## src/rtl/iq_pkg.sv

```systemverilog
package iq_pkg;
  typedef enum logic [0:0] {
    CORE_RUN  = 1'b0,
    CORE_DOZE = 1'b1
  } core_state_e;
endpackage

```

## src/rtl/iq_store.sv

```systemverilog
module iq_store #(
  parameter int WIDTH = 32,
  parameter int DEPTH = 32,
  parameter int AW    = 5
) (
  input  logic             clk,
  input  logic             we,
  input  logic [AW-1:0]    waddr,
  input  logic [WIDTH-1:0] wdata,
  input  logic [AW-1:0]    raddr,
  output logic [WIDTH-1:0] rdata
);
  logic [WIDTH-1:0] mem [DEPTH];

  // Data array carries no reset; each entry is clock-enabled by its decode.
  always_ff @(posedge clk) begin
    for (int i = 0; i < DEPTH; i++) begin
      if (we && (waddr == AW'(i))) begin
        mem[i] <= wdata;
      end
    end
  end

  assign rdata = mem[raddr];
endmodule

```

## src/rtl/iq_ptrs.sv

```systemverilog
module iq_ptrs #(
  parameter int DEPTH = 32,
  parameter int AW    = 5,
  parameter int CW    = 6
) (
  input  logic          clk,
  input  logic          rst_n,
  input  logic          push_req,
  input  logic          pop_req,
  input  logic          flush,
  output logic          push_fire,
  output logic          pop_fire,
  output logic [AW-1:0] wr_ptr,
  output logic [AW-1:0] rd_ptr,
  output logic [CW-1:0] count,
  output logic          empty,
  output logic          full
);
  localparam logic [AW-1:0] LAST  = AW'(DEPTH - 1);
  localparam logic [CW-1:0] LIMIT = CW'(DEPTH);

  logic [AW-1:0] wr_ptr_d, rd_ptr_d;
  logic [CW-1:0] count_d;
  logic          upd_en;

  assign empty     = (count == '0);
  assign full      = (count == LIMIT);
  assign push_fire = push_req && !full && !flush;
  assign pop_fire  = pop_req && !empty && !flush;
  assign upd_en    = push_fire || pop_fire || flush;

  always_comb begin
    wr_ptr_d = wr_ptr;
    rd_ptr_d = rd_ptr;
    count_d  = count;
    if (flush) begin
      wr_ptr_d = '0;
      rd_ptr_d = '0;
      count_d  = '0;
    end else begin
      if (push_fire) begin
        wr_ptr_d = (wr_ptr == LAST) ? '0 : wr_ptr + 1'b1;
      end
      if (pop_fire) begin
        rd_ptr_d = (rd_ptr == LAST) ? '0 : rd_ptr + 1'b1;
      end
      case ({push_fire, pop_fire})
        2'b10:   count_d = count + 1'b1;
        2'b01:   count_d = count - 1'b1;
        default: count_d = count;
      endcase
    end
  end

  always_ff @(posedge clk or negedge rst_n) begin
    if (!rst_n) begin
      wr_ptr <= '0;
      rd_ptr <= '0;
      count  <= '0;
    end else if (upd_en) begin
      wr_ptr <= wr_ptr_d;
      rd_ptr <= rd_ptr_d;
      count  <= count_d;
    end
  end

  AST_NO_OVERFLOW: assert property (@(posedge clk) disable iff (!rst_n)
    count <= LIMIT);
  AST_FULL_HOLDS: assert property (@(posedge clk) disable iff (!rst_n)
    (full && !pop_req && !flush) |=> (count == LIMIT));
  AST_EMPTY_HOLDS: assert property (@(posedge clk) disable iff (!rst_n)
    (empty && !push_req && !flush) |=> (count == '0));
  AST_FLUSH_CLEAR: assert property (@(posedge clk) disable iff (!rst_n)
    flush |=> (count == '0));
  AST_BOTH_FLAT: assert property (@(posedge clk) disable iff (!rst_n)
    (push_fire && pop_fire) |=> (count == $past(count)));
endmodule

```

## src/rtl/iq_doze.sv

```systemverilog
module iq_doze
  import iq_pkg::*;
(
  input  logic clk,
  input  logic rst_n,
  input  logic push_fire,
  input  logic pop_req,
  input  logic empty,
  input  logic flush,
  output logic dozing,
  output logic wake
);
  core_state_e state_q, state_d;
  logic        wake_d;

  always_comb begin
    state_d = state_q;
    wake_d  = 1'b0;
    if (flush) begin
      state_d = CORE_DOZE;
    end else if (push_fire) begin
      wake_d  = (state_q == CORE_DOZE);
      state_d = CORE_RUN;
    end else if (pop_req && empty) begin
      state_d = CORE_DOZE;
    end
  end

  always_ff @(posedge clk or negedge rst_n) begin
    if (!rst_n) begin
      state_q <= CORE_RUN;
      wake    <= 1'b0;
    end else begin
      state_q <= state_d;
      wake    <= wake_d;
    end
  end

  assign dozing = (state_q == CORE_DOZE);

  AST_WAKE_SINGLE: assert property (@(posedge clk) disable iff (!rst_n)
    wake |=> !wake);
  AST_WAKE_FROM_DOZE: assert property (@(posedge clk) disable iff (!rst_n)
    wake |-> ($past(dozing) && !dozing));
  AST_NO_SPURIOUS_WAKE: assert property (@(posedge clk) disable iff (!rst_n)
    (push_fire && !dozing) |=> !wake);
endmodule

```

## src/rtl/iq_prefetch_queue.sv

```systemverilog
module iq_prefetch_queue #(
  parameter int WIDTH = 32,
  parameter int DEPTH = 32,
  localparam int AW   = (DEPTH > 1) ? $clog2(DEPTH) : 1,
  localparam int CW   = $clog2(DEPTH + 1)
) (
  input  logic             clk,
  input  logic             rst_n,
  input  logic             fill_valid,
  input  logic [WIDTH-1:0] fill_data,
  output logic             fill_ready,
  input  logic             flush,
  input  logic             take,
  output logic             instr_valid,
  output logic [WIDTH-1:0] instr_data,
  output logic             core_dozing,
  output logic             wake_pulse,
  output logic [CW-1:0]    occupancy,
  output logic             q_empty,
  output logic             q_full
);
  logic          push_fire, pop_fire;
  logic [AW-1:0] wr_ptr, rd_ptr;

  iq_ptrs #(.DEPTH(DEPTH), .AW(AW), .CW(CW)) u_ptrs (
    .clk       (clk),
    .rst_n     (rst_n),
    .push_req  (fill_valid),
    .pop_req   (take),
    .flush     (flush),
    .push_fire (push_fire),
    .pop_fire  (pop_fire),
    .wr_ptr    (wr_ptr),
    .rd_ptr    (rd_ptr),
    .count     (occupancy),
    .empty     (q_empty),
    .full      (q_full)
  );

  iq_store #(.WIDTH(WIDTH), .DEPTH(DEPTH), .AW(AW)) u_store (
    .clk   (clk),
    .we    (push_fire),
    .waddr (wr_ptr),
    .wdata (fill_data),
    .raddr (rd_ptr),
    .rdata (instr_data)
  );

  iq_doze u_doze (
    .clk       (clk),
    .rst_n     (rst_n),
    .push_fire (push_fire),
    .pop_req   (take),
    .empty     (q_empty),
    .flush     (flush),
    .dozing    (core_dozing),
    .wake      (wake_pulse)
  );

  assign fill_ready  = !q_full;
  assign instr_valid = !q_empty;

  AST_DOZE_EMPTY: assert property (@(posedge clk) disable iff (!rst_n)
    core_dozing |-> !instr_valid);
  AST_WAKE_DATA: assert property (@(posedge clk) disable iff (!rst_n)
    wake_pulse |-> instr_valid);
  AST_POP_NONEMPTY: assert property (@(posedge clk) disable iff (!rst_n)
    pop_fire |-> instr_valid);
endmodule

```

## config.mk

```make
export PLATFORM = sky130hd
export DESIGN_NAME = iq_prefetch_queue
export DESIGN_NICKNAME = d
export VERILOG_FILES = /design/src/rtl/iq_pkg.sv /design/src/rtl/iq_store.sv /design/src/rtl/iq_ptrs.sv /design/src/rtl/iq_doze.sv /design/src/rtl/iq_prefetch_queue.sv
export SDC_FILE = /design/constraint.sdc
export NUM_CORES = 1
export LEC_CHECK = 0
export BUFFER_PORTS_ARGS = -buffer_cell sky130_fd_sc_hd__buf_2
export CAP_MARGIN = 30
export CORE_MARGIN = 4
export CORE_UTILIZATION = 35
export CTS_BUF_LIST = sky130_fd_sc_hd__clkbuf_8
export DETAILED_ROUTE_END_ITERATION = 12
export PLACE_DENSITY = 0.47
export SLEW_MARGIN = 10
export SYNTH_ARGS = -nofsm -noshare
export SYNTH_HDL_FRONTEND = slang
export SYNTH_SLANG_ARGS = --single-unit
export TNS_END_PERCENT = 30
```

## constraint.sdc

```tcl
create_clock -name clk -period 5 [get_ports clk]
set_input_delay 0.5 -clock clk [delete_from_list [all_inputs] [get_ports clk]]
set_output_delay 0.5 -clock clk [all_outputs]
set_load 0.05 [all_outputs]
```

==> flow_metrics.py, run 1 <==
metrics = {
    "status": {
        "status": "complete, no violations",
    },
    "routing": {
        "antenna_left": 0,
        "drt-initial-drc-count": 1703,
        "wirelength_um": 107000,
        "num_vias": 18800,
        "wl_per_cell_um": 30.6,
        "first_pass_iters": 5,
        "vias_per_cell": 5.38,
        "drc": 0,
    },
    "floorplanning": {
        "die_x_um": 347,
        "rows": 123,
        "dieArea_um2": 120000,
        "ios": 81,
        "initial_core_util": 0.355,
        "core_um2": 113000,
        "fp.dieH_um": 347,
    },
    "critical_path": {
        "critPathCapture": "instr_data[8]",
        "rr_worst_depth": 5,
        "cp.arrival_ns": 4.07,
        "rrSetupSlack_ns": 1.57,
        "crit_path_end_kind": "output port",
        "r2r-start": "u_ptrs.count[1]",
        "crit_required_ns": 4.50,
        "cp_max_fo": 49,
        "critPathKind": "flip-flop to output port",
        "cp-start-kind": "flip-flop",
        "r2r_end": "u_store.mem[9][20]",
        "crit_path_start": "u_ptrs.rd_ptr[0]",
    },
    "synth": {
        "synth_warnings": 0,
        "synthDistinctLibCells": 51,
        "synthFlopType": "edfxtp_1",
        "synth.largest_area_cell": "edfxtp_1",
        "syn_avg_cell_area_um2": 24.5,
        "synth_nets": 1689,
        "ys_seq_elements": 1042,
        "synthCells": 1641,
        "synthArstFlopShare": 0.0173,
        "synth-edff-count": 1024,
        "yosysSeqAreaShare": 0.777,
        "syn-cell-area_um2": 40100,
        "synth_area_leaders": "edfxtp_1 (77%), mux4_2 (18%), dfrtp_1 (1.1%)",
        "yosysTopAreaCellShare": 0.766,
    },
    "grt": {
        "grt_overflow": 0,
        "grt_pass1_wl_um": 151000,
        "antenna_found_initial": 12,
        "grt_usage": 0.179,
        "grt_pass1_vias": 20200,
        "grt_max_degree": 58,
    },
    "clocking": {
        "cts_resized": 0,
        "clock_sinks": 1042,
        "cts.hold.buffers_added": 3,
        "cts_buffer_depth": 3,
        "cts_tree": "yes",
        "h-tree-depth": 4,
        "ctsRootBufferMaster": "clkbuf_8",
        "post_cts_buffers": 0,
        "cts_made_buffers": 173,
        "path_clk_slew_ns": 0.05,
        "clock_latency_ns": 0.82,
    },
    "sta": {
        "worst_slack_ns": 0.431,
        "clock.fmax_mhz": 219,
        "period_share": 0.914,
        "maxSlewViolCount": 0,
        "rsz0062_at_grt": "no",
        "setup_viol": 0,
        "setup-tns-final_ns": 0,
        "fin_worst_skew_ns": 0.0194,
        "hold_violations": 0,
        "slew_headroom": 0.320,
        "finalCriticalPeriod_ns": 4.57,
        "worst_slew_pin_slew_ns": 1.02,
    },
    "final_layout": {
        "drive_gt1_frac": 0.372,
        "stdcell_area_um2": 45900,
        "final_cells": 3504,
        "nNetsFinal": 1916,
        "mostFrequentLayoutCell": "edfxtp_1",
        "layout.cells.most_common_list": "edfxtp_1 (1024), mux4_2 (320), clkbuf_8 (175), buf_2 (81), inv_1 (66)",
        "syn_to_final_growth_pct": 14.5,
    },
    "place": {
        "portBuffers": 80,
        "place_area_um2": 42800,
        "dp_slack_ns": 1.21,
        "gp_congestion": 0.750,
        "dp_hpwl_um": 53600,
        "dp_cells": 3189,
    },
    "power": {
        "power_density_nw_per_um2": 433,
        "p_total_mw": 19.9,
        "max-vdd-ir-drop_v": 0.000367,
        "leakage_nw": 14.1,
    },
    "hold_path": {
        "hold_path_startpoint": "fill_valid",
        "min_path_type": "input pin to flip-flop",
    },
    "flow_run": {
        "maxCapViolations": 0,
    },
}
==> worst max-delay path, stage by stage (launching register included) <==
cell     delay [ns]
dfrtp_4        0.98
buf_12         0.43
mux4_2         0.58
mux4_2         0.50
mux2_2         0.40
buf_2          0.25
==> layer usage <==
| metal | global-route usage | vias up | wire, um |
|---|---|---|---|
| met5 | 0 | - | 0 |
| met4 | 0.0484 | 0 | 2290 |
| met3 | 0.0401 | 168 | 6540 |
| met2 | 0.275 | 644 | 50200 |
| met1 | 0.259 | 10400 | 48100 |
| li1 | - | 7592 | - |
==> registers in the layout (all words and copies together) (netlist names) <==
register	cells
u_store.mem	1024
u_ptrs.count	6
u_ptrs.rd_ptr	5
u_ptrs.wr_ptr	5
u_doze.dozing	1
u_doze.wake	1
==> cells in the mapped netlist (all sizes together), types with 4 or more instances <==
library cell,instances
or4,4
dfrtp,18
o21ai,10
nand2,11
nand3,10
nor2,22
edfxtp,1024
a21oi,8
inv,11
mux2,33
buf,35
clkbuf,52
mux4,320
ha,11
nor3,11
and2,19
==> area by class of cell <==
class,count,area [um^2]
tap,1500,1880
antenna,2,5.00
clock buffer,175,2410
inverter,11,41.3
sequential,1042,31200
clock inverter,134,673
timing repair buffer,139,1060
multi-input combinational,501,8660
fill,9962,67200
==> report_power, final <==
part	switching (mW)	internal (mW)
sequential	0.169	9.68
combinational	1.83	1.44
clock	3.35	3.41
total	5.35	14.5
==> worst min path at each step <==
stage	slack, ns	endpoint	depth (start not counted)
after floorplan	0.20	u_doze.dozing	0
after global placement	0.47	u_ptrs.count[3]	1
after CTS	0.02	u_ptrs.count[2]	3
after detailed placement	0.47	u_ptrs.count[3]	1
final	0.13	u_ptrs.count[2]	3
after global routing	0.08	u_ptrs.count[2]	3
==> per-stage QoR <==
step / hold WS, ns / utilization
floorplan: 0.204 / -
global placement: 0.471 / 0.379
global route: 0.0792 / 0.406
detailed placement: 0.473 / 0.379
CTS: 0.0224 / 0.406
finish: 0.127 / 0.406
==> logic make-up (layout without fill, tap and decap cells) <==
logic type / Yosys count / count (layout) / share of synthesized area
XOR/XNOR: 3 / 3 / 0.000655
other: 0 / 2 / 0
adder cells (fa/ha/maj): 11 / 11 / 0.00343
multiplexers: 354 / 354 / 0.189
AO/OA/AOI/OAI: 40 / 40 / 0.00733
flip-flops: 1042 / 1042 / 0.777
AND/OR/NAND/NOR: 93 / 93 / 0.0123
buffers and inverters: 98 / 459 / 0.00994
Power figures use the tool's default switching activity.
==> run 2, diff against run 1 <==
BUFFER_PORTS_ARGS = not set   (was -buffer_cell sky130_fd_sc_hd__buf_2)
DONT_BUFFER_PORTS = 1   (was not set)
PLACE_DENSITY = 0.46   (was 0.47)
==> flow_metrics.py, run 2 (synthesis gave the netlist of run 1 again) <==
metrics = {
    "clocking": {
        "ctsRootBufferMaster": "clkbuf_8",
        "path_clk_slew_ns": 0.06,
        "cts_made_buffers": 177,
        "cts_buffer_depth": 3,
        "cts_resized": 0,
        "clock_latency_ns": 0.82,
        "clock_sinks": 1042,
        "h-tree-depth": 4,
        "cts_tree": "yes",
    },
    "critical_path": {
        "crit_slowest_cell": "dfrtp_4",
        "rr_worst_depth": 6,
        "cp.arrival_ns": 3.94,
        "r2r-start": "u_ptrs.count[1]",
        "slowest_delay_ns": 0.99,
        "crit_path_end_kind": "output port",
        "rrSetupSlack_ns": 1.01,
        "cp_max_fo": 47,
        "r2r_end": "u_store.mem[22][0]",
        "path_cells": "buf_12, mux4_2, mux4_2, mux2_2",
        "crit_top_cell": "mux4_2",
        "cp-start-kind": "flip-flop",
        "critPathKind": "flip-flop to output port",
        "crit_required_ns": 4.50,
    },
    "floorplanning": {
        "core_um2": 113000,
        "die_x_um": 347,
        "ios": 81,
        "fp.dieH_um": 347,
        "rows": 123,
        "dieArea_um2": 120000,
        "initial_core_util": 0.355,
    },
    "routing": {
        "drt-initial-drc-count": 1507,
        "drc": 0,
        "num_vias": 18500,
        "first_pass_iters": 5,
        "antenna_left": 0,
        "wirelength_um": 105000,
        "wl_per_cell_um": 29.9,
        "vias_per_cell": 5.30,
    },
    "final_layout": {
        "nNetsFinal": 1911,
        "layout.cells.most_common_list": "edfxtp_1 (1024), mux4_2 (320), clkbuf_8 (182), inv_1 (73), clkinv_1 (43)",
        "seq_area_um2": 31200,
        "mostFrequentLayoutCell": "edfxtp_1",
        "final_cells": 3500,
        "multiInputGateArea_um2": 8670,
        "drive_gt1_frac": 0.348,
        "largestRegisters": "u_store.mem x1024, u_ptrs.count x6",
        "final_util": 0.412,
        "largest_register_ffs": 1024,
        "regMostFlops": "u_store.mem",
        "syn_to_final_growth_pct": 16.1,
        "stdcell_area_um2": 46600,
        "nFillCells": 9881,
    },
    "grt": {
        "grt_pass1_wl_um": 149000,
        "grt_overflow": 0,
        "antenna_found_initial": 7,
        "grt_usage": 0.174,
        "grt_max_degree": 64,
        "grt_pass1_vias": 19700,
    },
    "sta": {
        "setup_viol": 0,
        "finalCriticalPeriod_ns": 4.44,
        "slew_headroom": 0.342,
        "period_share": 0.887,
        "maxSlewViolCount": 0,
        "hold_violations": 0,
        "worst_slack_ns": 0.563,
        "clock.fmax_mhz": 225,
        "fin_worst_skew_ns": 0.0251,
        "worst_slew_pin_slew_ns": 0.987,
        "setup-tns-final_ns": 0,
        "holdWs_ns": 0.166,
        "rsz0062_at_grt": "no",
    },
    "hold_path": {
        "holdPathEnd": "u_ptrs.count[1]",
        "min_path_cells": 4,
        "min_path_type": "input pin to flip-flop",
        "hold_path_startpoint": "take",
    },
    "place": {
        "gp_congestion": 0.739,
        "place_area_um2": 42500,
        "portBuffers": 0,
        "dp_cells": 3111,
        "dp_hpwl_um": 58400,
        "dp_slack_ns": 1.02,
    },
    "power": {
        "power_density_nw_per_um2": 432,
        "pwr-share-seq": 0.493,
        "p_total_mw": 20.1,
        "comb_power_share": 0.163,
        "sw_frac_of_total": 0.273,
        "max-vdd-ir-drop_v": 0.000410,
        "p_int_mw": 14.6,
        "p_switching_mw": 5.49,
        "clkPwrFrac": 0.343,
        "leakage_nw": 14.3,
    },
    "flow_run": {
        "maxCapViolations": 0,
    },
    "status": {
        "status": "complete, no violations",
    },
}
==> run 2: changes by cell type in the layout (fill, tap and decap cells not counted), sizes merged <==
cell / before / now
clkinvlp: 9 / 3
clkinv: 61 / 54
buf: 136 / 91
dlygate4sd3: 3 / 39
clkbuf: 175 / 182
inv: 72 / 80
diode: 2 / 5
==> run 2: worst max-delay path by stage <==
stage	start	to	slack, ns	depth (start not counted)
after floorplan	u_ptrs.count[1]	u_store.mem[16][0]	0.71	6
after global placement	u_ptrs.count[1]	u_store.mem[22][31]	1.11	6
after detailed placement	u_ptrs.count[1]	u_store.mem[22][5]	1.02	6
after CTS	u_ptrs.rd_ptr[0]	instr_data[10]	0.35	4
after global routing	u_ptrs.rd_ptr[0]	instr_data[1]	0.26	4
final	u_ptrs.rd_ptr[0]	instr_data[10]	0.56	4
==> run 2: power groups by stage <==
stage / Sequential (mW) / Clock (mW) / Combinational [mW]
2_1_floorplan: 9.97 / 0 / 2.41
3_3_place_gp: 10.1 / 0 / 3.12
3_5_place_dp: 10.1 / 0 / 3.14
4_1_cts: 9.93 / 7.15 / 3.33
5_1_grt: 9.94 / 7.57 / 3.49
6_report: 9.92 / 6.90 / 3.29
==> run 2: critical path, delay by kind of cell (launching register included) <==
kind / cells / cell delay [ns]
multiplexers: 3 / 1.57
buffers and inverters: 1 / 0.43
flip-flops: 1 / 0.99
==> run 2: area by class of cell <==
type,instances,area share
Sequential cell,1042,0.670
Multi-Input combinational cell,501,0.186
Clock buffer,182,0.0538
Tap cell,1500,0.0403
Timing Repair Buffer,130,0.0352
Clock inverter,129,0.0135
Inverter,11,0.000886
Antenna cell,5,0.000269
==> run 2: per-layer routing <==
layer | track usage | vias to the layer above | part of all wire
met5 | 0 | - | 0
met2 | 0.286 | 589 | 0.49
met4 | 0.0438 | 0 | 0.020
li1 | - | 7601 | -
met1 | 0.236 | 10200 | 0.43
met3 | 0.0422 | 163 | 0.059
==> run 2: what timing repair did <==
action	CTS	global route
endpoints found under the hold margin	1059	7
hold buffers	45	1
setup buffers	0	0
